<file path="src/rtl/ide_strobe_pkg.sv">
package ide_strobe_pkg;

    localparam int TWORD_W = 16;

    // Field layout of a per-drive timing word (minus-one counts).
    typedef struct packed {
        logic [7:0] act_m1;   // strobe asserted for act_m1+1 clocks
        logic       wait_en;  // stretch active phase while ready is low
        logic [6:0] rec_m1;   // strobe released for rec_m1+1 clocks
    } tword_t;

    typedef enum logic [1:0] {
        PH_IDLE    = 2'd0,
        PH_ACTIVE  = 2'd1,
        PH_RECOVER = 2'd2
    } phase_e;

    // Forced word used while the channel enable is clear.
    function automatic tword_t make_default(input int act_clks, input int rec_clks);
        tword_t w;
        w.act_m1  = 8'(act_clks - 1);
        w.wait_en = 1'b0;
        w.rec_m1  = 7'(rec_clks - 1);
        return w;
    endfunction

endpackage

</file>
<file path="src/rtl/ide_timing_regs.sv">
module ide_timing_regs
    import ide_strobe_pkg::*;
#(
    parameter int NUM_DRIVES = 2,
    parameter int AW         = 2,
    parameter logic [TWORD_W-1:0] RESET_WORD = '0
) (
    input  logic                                clk,
    input  logic                                rst,
    input  logic                                cfg_we,
    input  logic [AW-1:0]                       cfg_addr,
    input  logic [TWORD_W-1:0]                  cfg_wdata,
    output logic [NUM_DRIVES-1:0][TWORD_W-1:0]  words,
    output logic                                chan_en
);

    for (genvar g = 0; g < NUM_DRIVES; g++) begin : g_word
        always_ff @(posedge clk) begin
            if (rst)
                words[g] <= RESET_WORD;
            else if (cfg_we && cfg_addr == AW'(g))
                words[g] <= cfg_wdata;
        end
    end

    always_ff @(posedge clk) begin
        if (rst)
            chan_en <= 1'b0;
        else if (cfg_we && cfg_addr == AW'(NUM_DRIVES))
            chan_en <= cfg_wdata[0];
    end

endmodule

</file>
<file path="src/rtl/ide_timing_sel.sv">
module ide_timing_sel
    import ide_strobe_pkg::*;
#(
    parameter int NUM_DRIVES = 2,
    parameter int DW         = 1,
    parameter int DEF_ACT    = 6,
    parameter int DEF_REC    = 14
) (
    input  logic [NUM_DRIVES-1:0][TWORD_W-1:0] words,
    input  logic                               chan_en,
    input  logic [DW-1:0]                      drive,
    output tword_t                             eff
);

    localparam tword_t DEF_WORD = make_default(DEF_ACT, DEF_REC);

    tword_t raw;

    always_comb begin
        raw = tword_t'(words[drive]);
        eff = chan_en ? raw : DEF_WORD;
    end

endmodule

</file>
<file path="src/rtl/ide_strobe_seq.sv">
module ide_strobe_seq
    import ide_strobe_pkg::*;
#(
    parameter int STALL_MAX = 16,
    parameter int SW        = 5
) (
    input  logic   clk,
    input  logic   rst,
    input  logic   req,
    input  logic   req_wr,
    input  tword_t tw,
    input  logic   iordy,
    output logic   busy,
    output logic   strobe_on,
    output logic   xfer_wr,
    output logic   done,
    output logic   err
);

    phase_e     phase;
    logic [7:0] cnt;
    logic [SW-1:0] stall;
    logic       wait_en_q;
    logic [6:0] rec_q;
    logic       timed_out;
    logic       holding;

    assign holding = wait_en_q && !iordy;

    always_ff @(posedge clk) begin
        if (rst) begin
            phase     <= PH_IDLE;
            cnt       <= '0;
            stall     <= '0;
            wait_en_q <= 1'b0;
            rec_q     <= '0;
            timed_out <= 1'b0;
            xfer_wr   <= 1'b0;
            done      <= 1'b0;
            err       <= 1'b0;
        end else begin
            done <= 1'b0;
            err  <= 1'b0;
            unique case (phase)
                PH_IDLE: begin
                    if (req) begin
                        cnt       <= tw.act_m1;
                        wait_en_q <= tw.wait_en;
                        rec_q     <= tw.rec_m1;
                        xfer_wr   <= req_wr;
                        stall     <= '0;
                        timed_out <= 1'b0;
                        phase     <= PH_ACTIVE;
                    end
                end
                PH_ACTIVE: begin
                    if (cnt != 8'd0) begin
                        cnt <= cnt - 8'd1;
                    end else if (holding && stall != SW'(STALL_MAX)) begin
                        stall <= stall + SW'(1);
                    end else begin
                        timed_out <= holding;
                        cnt       <= {1'b0, rec_q};
                        phase     <= PH_RECOVER;
                    end
                end
                PH_RECOVER: begin
                    if (cnt != 8'd0) begin
                        cnt <= cnt - 8'd1;
                    end else begin
                        phase <= PH_IDLE;
                        done  <= 1'b1;
                        err   <= timed_out;
                    end
                end
                default: phase <= PH_IDLE;
            endcase
        end
    end

    assign busy      = (phase != PH_IDLE);
    assign strobe_on = (phase == PH_ACTIVE);

endmodule

</file>
<file path="src/rtl/ide_strobe_timer.sv">
module ide_strobe_timer
    import ide_strobe_pkg::*;
#(
    parameter int NUM_DRIVES = 2,
    parameter int DEF_ACT    = 6,
    parameter int DEF_REC    = 14,
    parameter int STALL_MAX  = 16,
    localparam int AW = $clog2(NUM_DRIVES + 1),
    localparam int DW = (NUM_DRIVES > 1) ? $clog2(NUM_DRIVES) : 1,
    localparam int SW = $clog2(STALL_MAX + 1)
) (
    input  logic                clk,
    input  logic                rst,
    input  logic                cfg_we,
    input  logic [AW-1:0]       cfg_addr,
    input  logic [TWORD_W-1:0]  cfg_wdata,
    input  logic                req,
    input  logic [DW-1:0]       req_drive,
    input  logic                req_wr,
    input  logic                iordy,
    output logic                rd_n,
    output logic                wr_n,
    output logic                busy,
    output logic                done,
    output logic                err
);

    logic [NUM_DRIVES-1:0][TWORD_W-1:0] words;
    logic   chan_en;
    tword_t eff;
    logic   strobe_on;
    logic   xfer_wr;

    ide_timing_regs #(
        .NUM_DRIVES (NUM_DRIVES),
        .AW         (AW),
        .RESET_WORD ('0)
    ) u_regs (
        .clk       (clk),
        .rst       (rst),
        .cfg_we    (cfg_we),
        .cfg_addr  (cfg_addr),
        .cfg_wdata (cfg_wdata),
        .words     (words),
        .chan_en   (chan_en)
    );

    ide_timing_sel #(
        .NUM_DRIVES (NUM_DRIVES),
        .DW         (DW),
        .DEF_ACT    (DEF_ACT),
        .DEF_REC    (DEF_REC)
    ) u_sel (
        .words   (words),
        .chan_en (chan_en),
        .drive   (req_drive),
        .eff     (eff)
    );

    ide_strobe_seq #(
        .STALL_MAX (STALL_MAX),
        .SW        (SW)
    ) u_seq (
        .clk       (clk),
        .rst       (rst),
        .req       (req),
        .req_wr    (req_wr),
        .tw        (eff),
        .iordy     (iordy),
        .busy      (busy),
        .strobe_on (strobe_on),
        .xfer_wr   (xfer_wr),
        .done      (done),
        .err       (err)
    );

    assign rd_n = ~(strobe_on & ~xfer_wr);
    assign wr_n = ~(strobe_on &  xfer_wr);

endmodule

</file>
<file path="config.mk">
export PLATFORM = sky130hd
export DESIGN_NAME = ide_strobe_timer
export DESIGN_NICKNAME = d
export VERILOG_FILES = /design/src/rtl/ide_strobe_pkg.sv /design/src/rtl/ide_timing_regs.sv /design/src/rtl/ide_timing_sel.sv /design/src/rtl/ide_strobe_seq.sv /design/src/rtl/ide_strobe_timer.sv
export SDC_FILE = /design/constraint.sdc
export NUM_CORES = 1
export LEC_CHECK = 0
export ABC_AREA = 1
export BUFFER_PORTS_ARGS = -buffer_cell sky130_fd_sc_hd__buf_4
export CORE_MARGIN = 2
export CORE_UTILIZATION = 58
export DETAILED_ROUTE_END_ITERATION = 16
export PLACE_DENSITY = 0.77
export SYNTH_ARGS = -nofsm -noshare
export SYNTH_HDL_FRONTEND = slang
export SYNTH_SLANG_ARGS = --single-unit
</file>
<file path="constraint.sdc">
create_clock -name clk -period 1.8 [get_ports clk]
set_input_delay 0.09 -clock clk [delete_from_list [all_inputs] [get_ports clk]]
set_output_delay 0.09 -clock clk [all_outputs]
set_load 0.01 [all_outputs]
</file>
## Yosys cells after proc, flatten, opt, wreduce, memory -nomap -nowiden

Index checks and enable logic that the tools add are counted.

- Register bits: 60
- Input port bits: 25
- Output and inout port bits: 5
- Logic and storage cells: 74

- Add/sub/neg operators: 2
- Order comparisons: 1
- Eq/ne operators: 12
- Muxes and demuxes: 22
- Bitwise logic cells: 6
- Reduce and logical (&&, ||, !) cells: 19

Operators with widths:

| kind | number |
|---|---|
| 16-bit two-way mux | 3 |
| 8-bit two-way mux | 4 |
| 8-bit case mux with 3 select lines | 1 |
| 4-bit AND reduction | 4 |
| 5-bit two-way mux | 3 |
| 5-bit case mux with 2 select lines | 1 |
| 2-bit two-way mux | 4 |
| 2-bit != test, second input constant | 4 |
| 8-bit nonzero test | 1 |
| 8-bit by 1-bit subtractor with 8-bit output, second input constant | 1 |
| 2-bit case mux with 3 select lines | 1 |
| 5-bit by 1-bit adder with 5-bit output, second input constant | 1 |
| 1-bit logical AND | 5 |
| 5-bit != test, second input constant | 1 |
| 2-bit by 1-bit == test with 1-bit output, second input constant | 2 |
| 2-bit == test, second input constant | 2 |
| 2-bit zero test | 2 |
| 1-bit two-way mux | 4 |
| 2-bit by 1-bit != test with 1-bit output, second input constant | 2 |
| 1-bit inverter | 4 |
| 2-bit nonzero test | 2 |
| 3-bit by 2-bit != test with 1-bit output, second input constant | 1 |
| 3-bit nonzero test | 1 |
| 3-bit OR reduction | 1 |
| other kinds (6) | 7 |

## Logic depth before layout (Yosys ltp)

- Word-level depth: 6
- Mapped depth: 13
- Mapped depth without buffers: 13

## Cells and area by module

From an unflattened synthesis, not the netlist that was laid out.

- Cell total of the unflattened synthesis: 552
- Area total of the unflattened synthesis: 3523.4 µm²

Modules (own cells, without submodules):

| module | times used | cells each | area an instance (µm²) | sequential area each (µm²) |
|---|---|---|---|---|
| ide_strobe_seq | 1 | 256 | 1715.4 | 540.5 |
| ide_timing_regs | 1 | 217 | 1465.2 | 660.6 |
| ide_timing_sel | 1 | 76 | 331.6 | 0.0 |
| ide_strobe_timer | 1 | 3 | 11.3 | 0.0 |

## Worst setup path after synthesis

OpenSTA, ideal clock, no wires.

- Path type: register to register
- Start point: register u_seq.phase[0]
- End point: register u_seq.cnt[1]
- Setup time: 0.056 ns
- Arrival: 1.486 ns
- Data required time: 1.744 ns
- Setup slack: 0.258 ns
- Cell stages (with the launch flop): 11
- Buffers on the path: 2
- Clock period less this slack: 1.542 ns
- Cells stage by stage: dfxtp_1 > inv_1 > ha_1 > buf_4 > inv_1 > a21oi_1 > nand2_4 > buf_6 > a21oi_1 > nand2_1 > inv_1

- Cells in the longest elaborated chain, start to end: 3
- Elaborated cells between the ends (all ways): 9
- Classes of those cells: 5 x eq/ne; 1 x mux; 3 x reduce/logical

Ends and longest elaborated chain:

| element | line | RTL |
|---|---|---|
| start: declaration | ide_strobe_seq.sv:20 | `phase_e phase;` |
| start signal: assignment | ide_strobe_seq.sv:32 | `phase <= PH_IDLE;` |
| start signal: assignment | ide_strobe_seq.sv:53 | `phase <= PH_ACTIVE;` |
| start signal: assignment | ide_strobe_seq.sv:64 | `phase <= PH_RECOVER;` |
| 2-bit by 1-bit == test with 1-bit output (tied with other cells) | ide_strobe_seq.sv:44 | `unique case (phase)` |
| 3-bit by 2-bit != test with 1-bit output (no source line) (tied with other cells) | -- |  |
| 4-bit AND reduction (no source line) | -- |  |
| end signal: assignment | ide_strobe_seq.sv:47 | `cnt <= tw.act_m1;` |
| end signal: assignment | ide_strobe_seq.sv:58 | `cnt <= cnt - 8'd1;` |
| end signal: assignment | ide_strobe_seq.sv:63 | `cnt <= {1'b0, rec_q};` |
| end: declaration | ide_strobe_seq.sv:21 | `logic [7:0] cnt;` |

Several ways; a longest one is shown, not always the timed one.
A chain may end at the register's enable or synchronous reset.

## Worst setup path after layout

- Start point: register u_seq.phase[0]
- End point: register u_seq.cnt[6]

The elaborated chain is that of the path after synthesis.

==> results.sh <==
export IMPL_grt_pass1_vias=2666
export IMPL_grt_pass1_wl_mm=11.79
export IMPL_slew_violations=0
export IMPL_nFillCells=380
export IMPL_clock_latency_ps=340
export IMPL_worstSetupPathType="reg2reg"
export IMPL_maxSlewHeadroom=0.5646
export IMPL_skew_ps=5.398
export IMPL_dieArea_sq_um=5532
export IMPL_ios=30
export IMPL_max_freq_mhz=591.7
export IMPL_gp_congestion=0.9307
export IMPL_design_area_sq_um=3598
export IMPL_ant_nets=0
export IMPL_grt_overflow=0
export IMPL_p_leak_nw=1.603
export IMPL_root_buffer="clkbuf_8"
export IMPL_status="completed"
export IMPL_die_width_um=74.38
export IMPL_grt_usage=0.2811
export IMPL_multi_input_area_sq_um=1446
export IMPL_final_nets=505
export IMPL_cp_end_kind="flop"
export IMPL_htree_levels=3
export IMPL_cts_tree="built"
export IMPL_placement_cell_area_sq_um=3177
export IMPL_drive_above_1_share=0.1503
export IMPL_avgSynthCellArea_sq_um=6.775
export IMPL_syn_to_final_growth_pct=25.26
export IMPL_initialDrtViolationCount=245
export IMPL_coreArea_sq_um=4755
export IMPL_cap_violations=0
export IMPL_io_buffers=29
export IMPL_n_antenna_cell=0
export IMPL_clk_pin_slew_worst_paths_ps=70
export IMPL_rows=25
export IMPL_syn_inst=424
export IMPL_post_cts_buffers=0
export IMPL_synth_warnings=0
export IMPL_rsz0062_at_grt="false"
export IMPL_hold_viol=0
export IMPL_grt_max_degree=26
export IMPL_min_path_type="in2reg"
export IMPL_setup_tns_ps=0
export IMPL_drt_total_wl_mm=7.098
export IMPL_whs_path_depth=3
export IMPL_startpoint_type="flop"
export IMPL_critical_path_arrival_ps=1960
export IMPL_hpwl_mm=4.643
export IMPL_register_area_sq_um=1201
export IMPL_required_ps=2070
export IMPL_synth_fp_nets=455
export IMPL_setup_viol=0
export IMPL_cts_buffers=9
export IMPL_ir_drop_v=0.0007322
export IMPL_ys_types=24
export IMPL_antenna_found_initial=0
export IMPL_period_share=0.9389
export IMPL_worst_pin_slew_ps=652.5
export IMPL_ys_ff_latch=60
export IMPL_firstDrtPassIters=4
export IMPL_clock_sinks=60
export IMPL_start_util=0.6042
export IMPL_die_h_um=74.38
export IMPL_seq_area_frac_synth=0.4181
export IMPL_vias=2879
export IMPL_avgViaCountPerCell=5.273
export IMPL_power_density_nw_per_um2=1466
export IMPL_fin_crit_ps=1690
export IMPL_reg2regPathDepth=9
export IMPL_drc=0
export IMPL_worst_path_max_fanout=6
export IMPL_cts_max_path_buffers=2
export IMPL_wl_per_cell_um=13.00
export IMPL_syn_area_sq_um=2873
worst paths after layout:
kind	slack, ps	endpoint	start
setup / recovery	110	u_seq.cnt[6]$_SDFFE_PP0P_	u_seq.phase[0]$_SDFFE_PP0P_
hold / removal	20	u_seq.xfer_wr$_SDFFE_PP0P_	req_wr
setup reg to reg	110	u_seq.cnt[6]$_SDFFE_PP0P_	u_seq.phase[0]$_SDFFE_PP0P_
hold reg to reg	450	u_regs.words[8]$_SDFFE_PP0P_	u_regs.words[8]$_SDFFE_PP0P_
through the flow:
step	std cells	util	setup WS, ps	power [mW]	hold slack, ps
final	546	0.7568	109.9	5.274	20.39
after global routing	546	0.7568	0.3171	5.670	72.12
after CTS	546	0.7547	53.88	5.222	11.34
after detailed placement	514	0.6682	34.57	3.656	329.3
after global placement	514	0.6682	37.66	3.625	319.3
after floorplan	424	-	257.9	3.156	224.9
report_power, final:
| part | total [mW] | switching [mW] | internal (mW) |
|---|---|---|---|
| Combinational | 2.13 | 1.38 | 0.751 |
| Sequential | 1.62 | 0.118 | 1.50 |
| Clock | 1.52 | 0.564 | 0.957 |
per-layer routing:
metal | vias up | routed length (um) | track usage
met5 | - | 0 | 0
met2 | 89 | 3419 | 0.4808
met1 | 1319 | 3211 | 0.3420
li1 | 1463 | - | -
met3 | 8 | 382 | 0.06911
met4 | 0 | 84 | 0.1052
cells in the final DEF, fill, tap and decap left out:
master	count
clkinv_1	1
clkbuf_8	10
buf_4	40
clkinv_2	1
nand2_1	92
clkinv_4	1
o21ai_0	54
a21oi_1	40
dfxtp_1	60
nand4_1	5
inv_1	39
nand2_2	5
nor2_1	70
nand2_4	1
nor3_1	3
dlygate4sd3_1	16
inv_2	2
nand3_1	13
ha_1	5
a31oi_1	3
or2_2	1
ha_2	1
a21oi_2	2
bufinv_16	3
and2_1	1
clkinvlp_4	1
nor2_4	3
nor3_2	1
xor2_1	5
worst max-delay path, cell delays in order (launching register included):
cell and delay [ps]:
dfxtp_1 340, inv_1 80, ha_1 320, inv_2 110
nand2_2 110, inv_1 110, o21ai_0 90, a21oi_1 220
nor2_1 100, a21oi_2 140
sequential cells by signal, summed over array words and instances (netlist names):
name	flops
u_seq.wait_en_q	1
u_seq.rec_q	7
u_regs.chan_en	1
u_seq.cnt	8
u_seq.err	1
u_regs.words	32
u_seq.stall	5
u_seq.done	1
u_seq.phase	2
u_seq.timed_out	1
u_seq.xfer_wr	1
repair_timing:
| action | 4_1_cts | 5_1_grt |
|---|---|---|
| hold endpoints to repair | 22 | 0 |
| setup endpoints to repair | 1 | 9 |
| pin swaps | 0 | 1 |
| gates resized for setup | 1 | 4 |
| hold buffers | 16 | 0 |
kinds of logic (layout without fill, tap and decap cells):
kind of cell / Yosys count / count (layout) / share of synthesized area
XOR/XNOR: 5 / 5 / 0.01524
adder cells (fa/ha/maj): 6 / 6 / 0.02613
flip-flops: 60 / 60 / 0.4181
AND/OR/NAND/NOR: 195 / 195 / 0.2840
AO/OA/AOI/OAI: 99 / 99 / 0.1738
buffers and inverters: 59 / 114 / 0.08275
cells in the mapped netlist:
master / number / area (sq um)
a21oi_1: 42 / 210.2
a31oi_1: 3 / 18.77
and2_1: 1 / 6.260
buf_2: 4 / 20.02
buf_4: 1 / 7.510
buf_6: 1 / 11.26
clkbuf_1: 11 / 41.29
clkinv_1: 1 / 3.750
dfxtp_1: 60 / 1201
ha_1: 6 / 75.07
inv_1: 40 / 150.1
inv_2: 1 / 3.750
nand2_1: 93 / 349.1
nand2_2: 4 / 25.02
nand2_4: 1 / 11.26
nand3_1: 13 / 65.06
nand4_1: 5 / 31.28
nor2_1: 70 / 262.8
nor2_4: 3 / 33.78
nor3_1: 3 / 15.01
nor3_2: 1 / 10.01
o21ai_0: 54 / 270.3
or2_2: 1 / 6.260
xor2_1: 5 / 43.79
layout make-up:
type	instances	share of cell area
clock inverter	6	0.03095
multi-input combinational	305	0.4019
tap	67	0.02330
timing repair buffer	56	0.1280
clock buffer	10	0.03825
inverter	42	0.04381
sequential	60	0.3338
No activity file was read; power rests on OpenSTA's default activity.
